### src/rtl/rxq_pkg.sv
package rxq_pkg;
    localparam int ID_W   = 32;
    localparam int CTRL_W = 8;
    localparam int DATA_W = 64;

    typedef struct packed {
        logic [ID_W-1:0]   ident;
        logic [CTRL_W-1:0] ctrl;
        logic [DATA_W-1:0] data;
    } rxq_msg_t;
endpackage

### src/rtl/rxq_ctrl.sv
module rxq_ctrl #(
    parameter int DEPTH = 3,
    localparam int PTR_W = (DEPTH > 1) ? $clog2(DEPTH) : 1,
    localparam int CNT_W = $clog2(DEPTH + 1)
) (
    input  logic             clk,
    input  logic             rst_n,
    input  logic             wr_valid,
    input  logic             rel_req,
    input  logic             ovr_policy,
    output logic             wr_en,
    output logic [PTR_W-1:0] wr_idx,
    output logic [PTR_W-1:0] rd_idx,
    output logic [CNT_W-1:0] cnt_q_o,
    output logic [CNT_W-1:0] cnt_d_o,
    output logic             ovr_evt
);
    localparam logic [CNT_W-1:0] CNT_FULL = CNT_W'(DEPTH);
    localparam logic [PTR_W-1:0] PTR_LAST = PTR_W'(DEPTH - 1);

    typedef struct packed {
        logic [PTR_W-1:0] rptr;
        logic [PTR_W-1:0] wptr;
        logic [CNT_W-1:0] cnt;
    } ctl_t;

    ctl_t s_d, s_q;

    function automatic logic [PTR_W-1:0] ptr_inc(input logic [PTR_W-1:0] p);
        return (p == PTR_LAST) ? '0 : p + 1'b1;
    endfunction

    function automatic logic [PTR_W-1:0] ptr_dec(input logic [PTR_W-1:0] p);
        return (p == '0) ? PTR_LAST : p - 1'b1;
    endfunction

    logic             rel_ok;
    logic [CNT_W-1:0] cnt_after_rel;

    always_comb begin
        s_d           = s_q;
        wr_en         = 1'b0;
        wr_idx        = s_q.wptr;
        ovr_evt       = 1'b0;
        rel_ok        = rel_req && (s_q.cnt != '0);
        cnt_after_rel = s_q.cnt - CNT_W'(rel_ok);
        s_d.cnt       = cnt_after_rel;
        if (rel_ok) begin
            s_d.rptr = ptr_inc(s_q.rptr);
        end
        if (wr_valid) begin
            if (cnt_after_rel != CNT_FULL) begin
                wr_en    = 1'b1;
                s_d.wptr = ptr_inc(s_q.wptr);
                s_d.cnt  = cnt_after_rel + 1'b1;
            end else begin
                ovr_evt = 1'b1;
                if (ovr_policy) begin
                    wr_en  = 1'b1;
                    wr_idx = ptr_dec(s_q.wptr);
                end
            end
        end
    end

    always_ff @(posedge clk or negedge rst_n) begin
        if (!rst_n) begin
            s_q <= '0;
        end else begin
            s_q <= s_d;
        end
    end

    assign rd_idx  = s_q.rptr;
    assign cnt_q_o = s_q.cnt;
    assign cnt_d_o = s_d.cnt;
endmodule

### src/rtl/rxq_store.sv
module rxq_store
    import rxq_pkg::*;
#(
    parameter int DEPTH = 3,
    localparam int PTR_W = (DEPTH > 1) ? $clog2(DEPTH) : 1
) (
    input  logic             clk,
    input  logic             rst_n,
    input  logic             wr_en,
    input  logic [PTR_W-1:0] wr_idx,
    input  rxq_msg_t         wr_msg,
    input  logic [PTR_W-1:0] rd_idx,
    output rxq_msg_t         rd_msg
);
    rxq_msg_t slot_q [DEPTH];

    for (genvar g = 0; g < DEPTH; g++) begin : g_slot
        rxq_msg_t slot_d;

        always_comb begin
            slot_d = slot_q[g];
            if (wr_en && (wr_idx == PTR_W'(g))) begin
                slot_d = wr_msg;
            end
        end

        always_ff @(posedge clk or negedge rst_n) begin
            if (!rst_n) begin
                slot_q[g] <= '0;
            end else begin
                slot_q[g] <= slot_d;
            end
        end
    end

    always_comb begin
        rd_msg = '0;
        for (int i = 0; i < DEPTH; i++) begin
            if (rd_idx == PTR_W'(i)) begin
                rd_msg = slot_q[i];
            end
        end
    end
endmodule

### src/rtl/rxq_flags.sv
module rxq_flags #(
    parameter int DEPTH = 3,
    localparam int CNT_W = $clog2(DEPTH + 1)
) (
    input  logic             clk,
    input  logic             rst_n,
    input  logic [CNT_W-1:0] cnt_q,
    input  logic [CNT_W-1:0] cnt_d,
    input  logic             ovr_evt,
    input  logic             clr_full,
    input  logic             clr_ovr,
    output logic             full_flag,
    output logic             ovr_flag
);
    localparam logic [CNT_W-1:0] CNT_FULL = CNT_W'(DEPTH);

    typedef struct packed {
        logic full;
        logic ovr;
    } flg_t;

    flg_t s_d, s_q;

    always_comb begin
        s_d = s_q;
        if (cnt_d != CNT_FULL) begin
            s_d.full = 1'b0;
        end else if (cnt_q != CNT_FULL) begin
            s_d.full = 1'b1;
        end else if (clr_full) begin
            s_d.full = 1'b0;
        end
        if (ovr_evt) begin
            s_d.ovr = 1'b1;
        end else if (clr_ovr) begin
            s_d.ovr = 1'b0;
        end
    end

    always_ff @(posedge clk or negedge rst_n) begin
        if (!rst_n) begin
            s_q <= '0;
        end else begin
            s_q <= s_d;
        end
    end

    assign full_flag = s_q.full;
    assign ovr_flag  = s_q.ovr;
endmodule

### src/rtl/rx_msg_fifo.sv
module rx_msg_fifo
    import rxq_pkg::*;
#(
    parameter int DEPTH = 3,
    localparam int PTR_W = (DEPTH > 1) ? $clog2(DEPTH) : 1,
    localparam int CNT_W = $clog2(DEPTH + 1)
) (
    input  logic              clk,
    input  logic              rst_n,
    input  logic              wr_valid,
    input  logic [ID_W-1:0]   wr_ident,
    input  logic [CTRL_W-1:0] wr_ctrl,
    input  logic [DATA_W-1:0] wr_data,
    input  logic              ovr_policy,
    input  logic              rel_req,
    input  logic              clr_full,
    input  logic              clr_ovr,
    output logic              rd_valid,
    output logic [ID_W-1:0]   rd_ident,
    output logic [CTRL_W-1:0] rd_ctrl,
    output logic [DATA_W-1:0] rd_data,
    output logic [CNT_W-1:0]  msg_count,
    output logic              full_flag,
    output logic              ovr_flag
);
    logic             wr_en;
    logic [PTR_W-1:0] wr_idx;
    logic [PTR_W-1:0] rd_idx;
    logic [CNT_W-1:0] cnt_q;
    logic [CNT_W-1:0] cnt_d;
    logic             ovr_evt;
    rxq_msg_t         wr_msg;
    rxq_msg_t         rd_msg;

    assign wr_msg = '{ident: wr_ident, ctrl: wr_ctrl, data: wr_data};

    rxq_ctrl #(.DEPTH(DEPTH)) u_ctrl (
        .clk        (clk),
        .rst_n      (rst_n),
        .wr_valid   (wr_valid),
        .rel_req    (rel_req),
        .ovr_policy (ovr_policy),
        .wr_en      (wr_en),
        .wr_idx     (wr_idx),
        .rd_idx     (rd_idx),
        .cnt_q_o    (cnt_q),
        .cnt_d_o    (cnt_d),
        .ovr_evt    (ovr_evt)
    );

    rxq_store #(.DEPTH(DEPTH)) u_store (
        .clk    (clk),
        .rst_n  (rst_n),
        .wr_en  (wr_en),
        .wr_idx (wr_idx),
        .wr_msg (wr_msg),
        .rd_idx (rd_idx),
        .rd_msg (rd_msg)
    );

    rxq_flags #(.DEPTH(DEPTH)) u_flags (
        .clk       (clk),
        .rst_n     (rst_n),
        .cnt_q     (cnt_q),
        .cnt_d     (cnt_d),
        .ovr_evt   (ovr_evt),
        .clr_full  (clr_full),
        .clr_ovr   (clr_ovr),
        .full_flag (full_flag),
        .ovr_flag  (ovr_flag)
    );

    assign msg_count = cnt_q;
    assign rd_valid  = (cnt_q != '0);
    assign rd_ident  = rd_msg.ident;
    assign rd_ctrl   = rd_msg.ctrl;
    assign rd_data   = rd_msg.data;
endmodule

### config.mk
export PLATFORM = sky130hd
export DESIGN_NAME = rx_msg_fifo
export DESIGN_NICKNAME = d
export VERILOG_FILES = /design/src/rtl/rxq_pkg.sv /design/src/rtl/rxq_ctrl.sv /design/src/rtl/rxq_store.sv /design/src/rtl/rxq_flags.sv /design/src/rtl/rx_msg_fifo.sv
export SDC_FILE = /design/constraint.sdc
export NUM_CORES = 1
export LEC_CHECK = 0
export ABC_AREA = 0
export BUFFER_PORTS_ARGS = -buffer_cell sky130_fd_sc_hd__buf_2
export CAP_MARGIN = 10
export CORE_MARGIN = 2
export CORE_UTILIZATION = 36
export DETAILED_ROUTE_END_ITERATION = 12
export SYNTH_ARGS = -nofsm -noshare
export SYNTH_HDL_FRONTEND = slang
export SYNTH_HIERARCHICAL = 1
export SYNTH_SLANG_ARGS = --single-unit
### constraint.sdc
create_clock -name clk -period 4.15 [get_ports clk]
set_clock_uncertainty 0.1 [all_clocks]
set_input_delay 0.6225 -clock clk [delete_from_list [all_inputs] [get_ports clk]]
set_output_delay 0.6225 -clock clk [all_outputs]
set_load 0.005 [all_outputs]
* Yosys cells after proc, flatten, opt, wreduce, memory -nomap -nowiden
Cells that the tools add are included.
** Storage, ports and cells
- Flip-flop bits (word level) :: 320
- Logic and storage cells :: 59
- Output and inout bits :: 109
- Input bits :: 111
** Operators by class
- Equality and inequality tests :: 8
- Add/subtract/negate cells :: 5
- Mux-type cells :: 21
- Reductions and logical operators :: 11
** Operator list (number)
- $mux W104 :: 3
- $mux W2 :: 8
- $mux W1 :: 10
- $add A2 B1 Y2 const B :: 3
- $eq A2 B2 Y1 const B :: 3
- $logic_not A2 Y1 :: 3
- $ne A2 B2 Y1 const B :: 3
- $eq A2 B1 Y1 const B :: 2
- $logic_and A1 B1 Y1 :: 4
- $reduce_bool A2 Y1 :: 2
- $reduce_bool A3 Y1 :: 1
- $reduce_and A2 Y1 :: 1
- $sub A2 B1 Y2 :: 1
- $sub A2 B1 Y2 const B :: 1

* Logic depth before layout (Yosys ltp)
- Word-level depth :: 8
- Mapped depth :: 10
- Depth with buffers taken out :: 8

* By module
Netlist, hierarchy kept.
** Modules (own cells, without submodules)
- rxq_store :: instances 1, area an instance 13661.9 sq um, sequential area each 7807.5 sq um, cells each 905
- rxq_ctrl :: instances 1, area an instance 410.4 sq um, sequential area each 150.1 sq um, cells each 38
- rxq_flags :: instances 1, area an instance 77.6 sq um, sequential area each 50.0 sq um, cells each 7
- rx_msg_fifo :: instances 1, area an instance 6.3 sq um, sequential area each 0.0 sq um, cells each 1

* Least setup slack after synthesis
No wires, ideal clock.
- Path type :: input to register
- From :: input rel_req
- To :: register u_store/slot_q[237] (netlist name)
- Required time :: 3.925 ns
- Cell stages on the path :: 10
- Path buffers :: 2
- Library setup time :: 0.125 ns
- Slack :: 1.114 ns
- Arrival :: 2.812 ns
- Cells stage by stage :: o21ai_0 -> inv_1 -> ha_1 -> and2b_1 -> nand3b_4 -> mux2_4 -> nor3b_2 -> buf_2 -> buf_4 -> mux2_2
** Between the ends
- Cells in the longest elaborated chain, start to end :: 7
- Elaborated cells on any way between the ends :: 9
- Classes of those cells :: 1 x add/sub; 1 x eq/ne; 4 x mux; 3 x reduce/logical
** Ends and longest elaborated chain
- start, declared :: RTL line rx_msg_fifo.sv:15 : input logic rel_req,
- $logic_and A1 B1 Y1 :: RTL line rxq_ctrl.sv:45 : rel_ok = rel_req && (s_q.cnt != '0);
- named net u_ctrl.rel_ok :: RTL line rxq_ctrl.sv:37 : logic rel_ok;
- $sub A2 B1 Y2 :: RTL line rxq_ctrl.sv:46 : cnt_after_rel = s_q.cnt - CNT_W'(rel_ok);
- $ne A2 B2 Y1 :: RTL line rxq_ctrl.sv:52 : if (cnt_after_rel != CNT_FULL) begin
- $mux W2 :: RTL line rxq_ctrl.sv:52
- $mux W2 :: RTL line rxq_ctrl.sv:51 : if (wr_valid) begin
- named net wr_idx[0] :: RTL line rx_msg_fifo.sv:27 : logic [PTR_W-1:0] wr_idx;
- $logic_not A2 Y1 :: RTL line rxq_store.sv:22 : if (wr_en && (wr_idx == PTR_W'(g))) begin
- $logic_and A1 B1 Y1 :: RTL line rxq_store.sv:22
- end signal, assigned by index :: RTL line rxq_store.sv:31 : slot_q[g] <= slot_d;
- end, declared :: RTL line rxq_store.sv:15 : rxq_msg_t slot_q [DEPTH];
The timed path passes the listed nets, and every way through them passes these cells.
A chain may end at the register's enable or synchronous reset.

* Final worst setup path
- From :: register u_ctrl.s_q, in the netlist u_ctrl/cnt_q_o[0]
- To :: register u_store/slot_q[182] (netlist name)
** Between the ends
- Cells in the longest elaborated chain, start to end :: 8
- Elaborated cells on any way between the ends :: 10
- Classes of those cells :: 1 x add/sub; 2 x eq/ne; 4 x mux; 3 x reduce/logical
** Ends and longest elaborated chain
- start, declared :: RTL line rxq_ctrl.sv:27 : ctl_t s_d, s_q;
- start signal, assigned :: RTL line rxq_ctrl.sv:68 : s_q <= '0;
- start signal, assigned :: RTL line rxq_ctrl.sv:70 : s_q <= s_d;
- $reduce_bool A2 Y1 :: RTL line rxq_ctrl.sv:45
- $logic_and A1 B1 Y1 :: RTL line rxq_ctrl.sv:45
- named net u_ctrl.rel_ok :: RTL line rxq_ctrl.sv:37
- $sub A2 B1 Y2 :: RTL line rxq_ctrl.sv:46
- $ne A2 B2 Y1 :: RTL line rxq_ctrl.sv:52
- $mux W2 :: RTL line rxq_ctrl.sv:52
- $mux W2 :: RTL line rxq_ctrl.sv:51
- named net wr_idx[1] :: RTL line rx_msg_fifo.sv:27
- $eq A2 B1 Y1 :: RTL line rxq_store.sv:22
- $logic_and A1 B1 Y1 :: RTL line rxq_store.sv:22
The timed path passes the listed nets, and every way through them passes these cells.

==> flow_summary.yaml <==
cts:
  cts_tree: "done"
  cts_root_buffer: "clkbuf_16"
  cts_max_level: 2
  insertion_delay_ns: 0.54
  cts_inserted_buffers: 37
  cts.sinks: 320
  clk_pin_slew_ns: 0.06
  ctsHoldBuffers: 0
  max-clock-path-buffers: 3
  cts.repair.resized: 0
  cts_setup_buffers: 0
grt:
  grtUsageTotal: 0.157
  grt_pass1_vias: 9221
  grt_first_pass_wirelength_mm: 50.9
  antenna_found_initial: 4
  grt_overflow: 0
  grt_max_degree: 118
synth:
  ys_seq_elements: 320
  netlist_area_mm2: 0.0142
  synth_flop_cell: "dfrtp_1"
  async_flop_share: 1.00
  synth.avg_cell_area_um2: 14.9
  yosys_warnings: 6
  syn_nets: 1066
  synth_edf_count: 0
  synth.distinct_cells: 28
  syn_inst: 951
  yosysSeqAreaShare: 0.566
timing:
  fin_crit_sh: 0.810
  setup_viol: 0
  fmax_mhz: 298
  finalHoldViolCount: 0
  rsz0062_at_grt: "no"
  slew_headroom: 0.384
  worst_pin_slew_ns: 0.925
  fin_tns_setup_ns: 0
  period_minus_slack_ns: 3.36
  maxSlewViolCount: 0
placed_design:
  port_buffers: 219
  gp_congestion: 0.721
  placed_cell_area_mm2: 0.0158
  place_hpwl_mm: 19.2
setup_path:
  cp-start-kind: "register"
  crit_fanout: 81
  path_cells: "o21ai_0, inv_1, ha_1, xnor2_2, nand3b_4, mux2i_1, nand3b_1, buf_12, mux2_2"
  reg2reg_from: "u_ctrl/cnt_q_o[0]$_DFF_PN0_"
  cp_data_required_time_ns: 4.46
  path_class: "register to register"
  ff2ff_setup_slack_ns: 0.79
  slowest_delay_ns: 0.47
  cp.arrival_ns: 3.68
  crit_start: "u_ctrl/cnt_q_o[0]$_DFF_PN0_"
  end_kind: "register"
  cpMaxStageDelayCell: "buf_12"
power:
  p_leak_uw: 0.00755
  ir_drop_uv: 388
  p_per_area_mw_per_mm2: 850
run_status:
  outcome: "finished, final reports clean"
run:
  max_cap_viol_count: 0
floorplanning:
  design.die.area_mm2: 0.0409
  die_w_um: 202
  fp.dieH_um: 202
  io_pins: 220
  start_util: 0.365
  core_area_mm2: 0.0387
  rows: 72
drt:
  wirelength_mm: 32.0
  routedWlPerCell_um: 18.8
  dr_total_vias: 8576
  drcViolationCount: 0
  dr.pass1.iters: 4
  ant_nets: 0
  vias_per_cell: 5.03
  drt_iter0_drc: 320
cells_and_area:
  layout_common_cells: "318 x dfrtp_1, 314 x mux2_2, 218 x buf_2"
  num-nets-final: 1271
  multi_input_area_mm2: 0.00576
  nFillCells: 3592
  syn2layout_area_growth_pct: 19.8
  layout-drive-gt1-share: 0.519
  regArea_mm2: 0.00802
  final_area_mm2: 0.0170
  final_common_cell: "dfrtp_1"
min_path:
  min-delay-path-class: "primary input to asynchronous set/reset pin"
sequential cells by signal, indices dropped and copies added (netlist names):
name,cells
u_ctrl/rd_idx,2
u_store/slot_q,312
u_ctrl/s_q,2
u_ctrl/cnt_q_o,2
u_flags/ovr_flag,1
u_flags/full_flag,1
cells by family after synthesis:
kind of cell             after synthesis  share of synthesized area
buffers and inverters                 78                     0.0285
multiplexers                         420                      0.325
AND/OR/NAND/NOR                       16                    0.00778
AO/OA/AOI/OAI                        112                     0.0682
XOR/XNOR                               1                    0.00115
adder cells (fa/ha/maj)                4                    0.00354
flip-flops                           320                      0.566
where the power goes:
group          internal [µW]  switching [µW]  leakage (µW)  total [µW]
Sequential              4740             802       0.00379        5550
Combinational           3170            2580       0.00318        5750
Clock                   1880            1240      0.000576        3120
Total                   9800            4620       0.00755       14400
worst max-delay path: cells and delay by family, from the launching register on:
family / cells / cell delay, ns
adder cells (fa/ha/maj): 1 / 0.23
multiplexers: 2 / 0.78
buffers and inverters: 2 / 0.58
flip-flops: 1 / 0.44
XOR/XNOR: 1 / 0.27
AO/OA/AOI/OAI: 1 / 0.39
AND/OR/NAND/NOR: 2 / 0.44
layer usage:
layer  vias to the layer above  GRT usage  part of all wire
met3                        53     0.0458             0.065
met1                      4406      0.200              0.45
met4                         6     0.0540             0.023
met5                         -          0            0.0010
met2                       181      0.256              0.46
li1                       3930          -                 -
through the flow:
stage | util | setup slack, ns | total power [µW] | hold slack [ns] | cells
after detailed placement | 0.407 | 0.683 | 11500 | 0.367 | 1635
final | 0.438 | 0.790 | 14400 | 0.0869 | 1704
after floorplan | - | 1.11 | 9440 | 0.227 | 951
after CTS | 0.438 | 0.756 | 14700 | 0.106 | 1702
after global placement | 0.407 | 0.716 | 11300 | 0.364 | 1635
after global routing | 0.438 | 0.541 | 15400 | 0.149 | 1702
synth_stat cells, types with 2 or more instances:
library cell  count  area [µm²]
nand2b_1          2        12.5
clkbuf_1         13        48.8
mux2i_1         105        1050
buf_4            16         120
buf_1             3        11.3
ha_1              4        50.1
nand2_1           4        15.0
nand3b_1          2        15.0
inv_1             5        18.8
o21ai_0           2        10.0
o2bb2ai_1       104         911
dfrtp_1         320        8010
mux2_2          314        3540
buf_2            41         205
a21o_1            2        15.0
nor2b_1           2        12.5
layout make-up:
type	instances	share of cell area
sequential	320	0.473
multi-input combinational	553	0.340
timing repair buffer	239	0.0792
clock buffer	59	0.0649
tap	518	0.0382
clock inverter	8	0.00406
inverter	5	0.00111
antenna	2	0.000295
final timing paths:
check / to / cells after the start
min: u_store/slot_q[97]$_DFFE_PN0P_ / 1
min in group clk: u_store/slot_q[233]$_DFFE_PN0P_ / 2
max: u_store/slot_q[182]$_DFFE_PN0P_ / 9
max in group asynchronous: u_store/slot_q[162]$_DFFE_PN0P_ / 2
max reg2reg: u_store/slot_q[182]$_DFFE_PN0P_ / 9
min reg2reg: u_flags/ovr_flag$_DFFE_PN0P_ / 1
No activity file was read; power rests on OpenSTA's default activity.
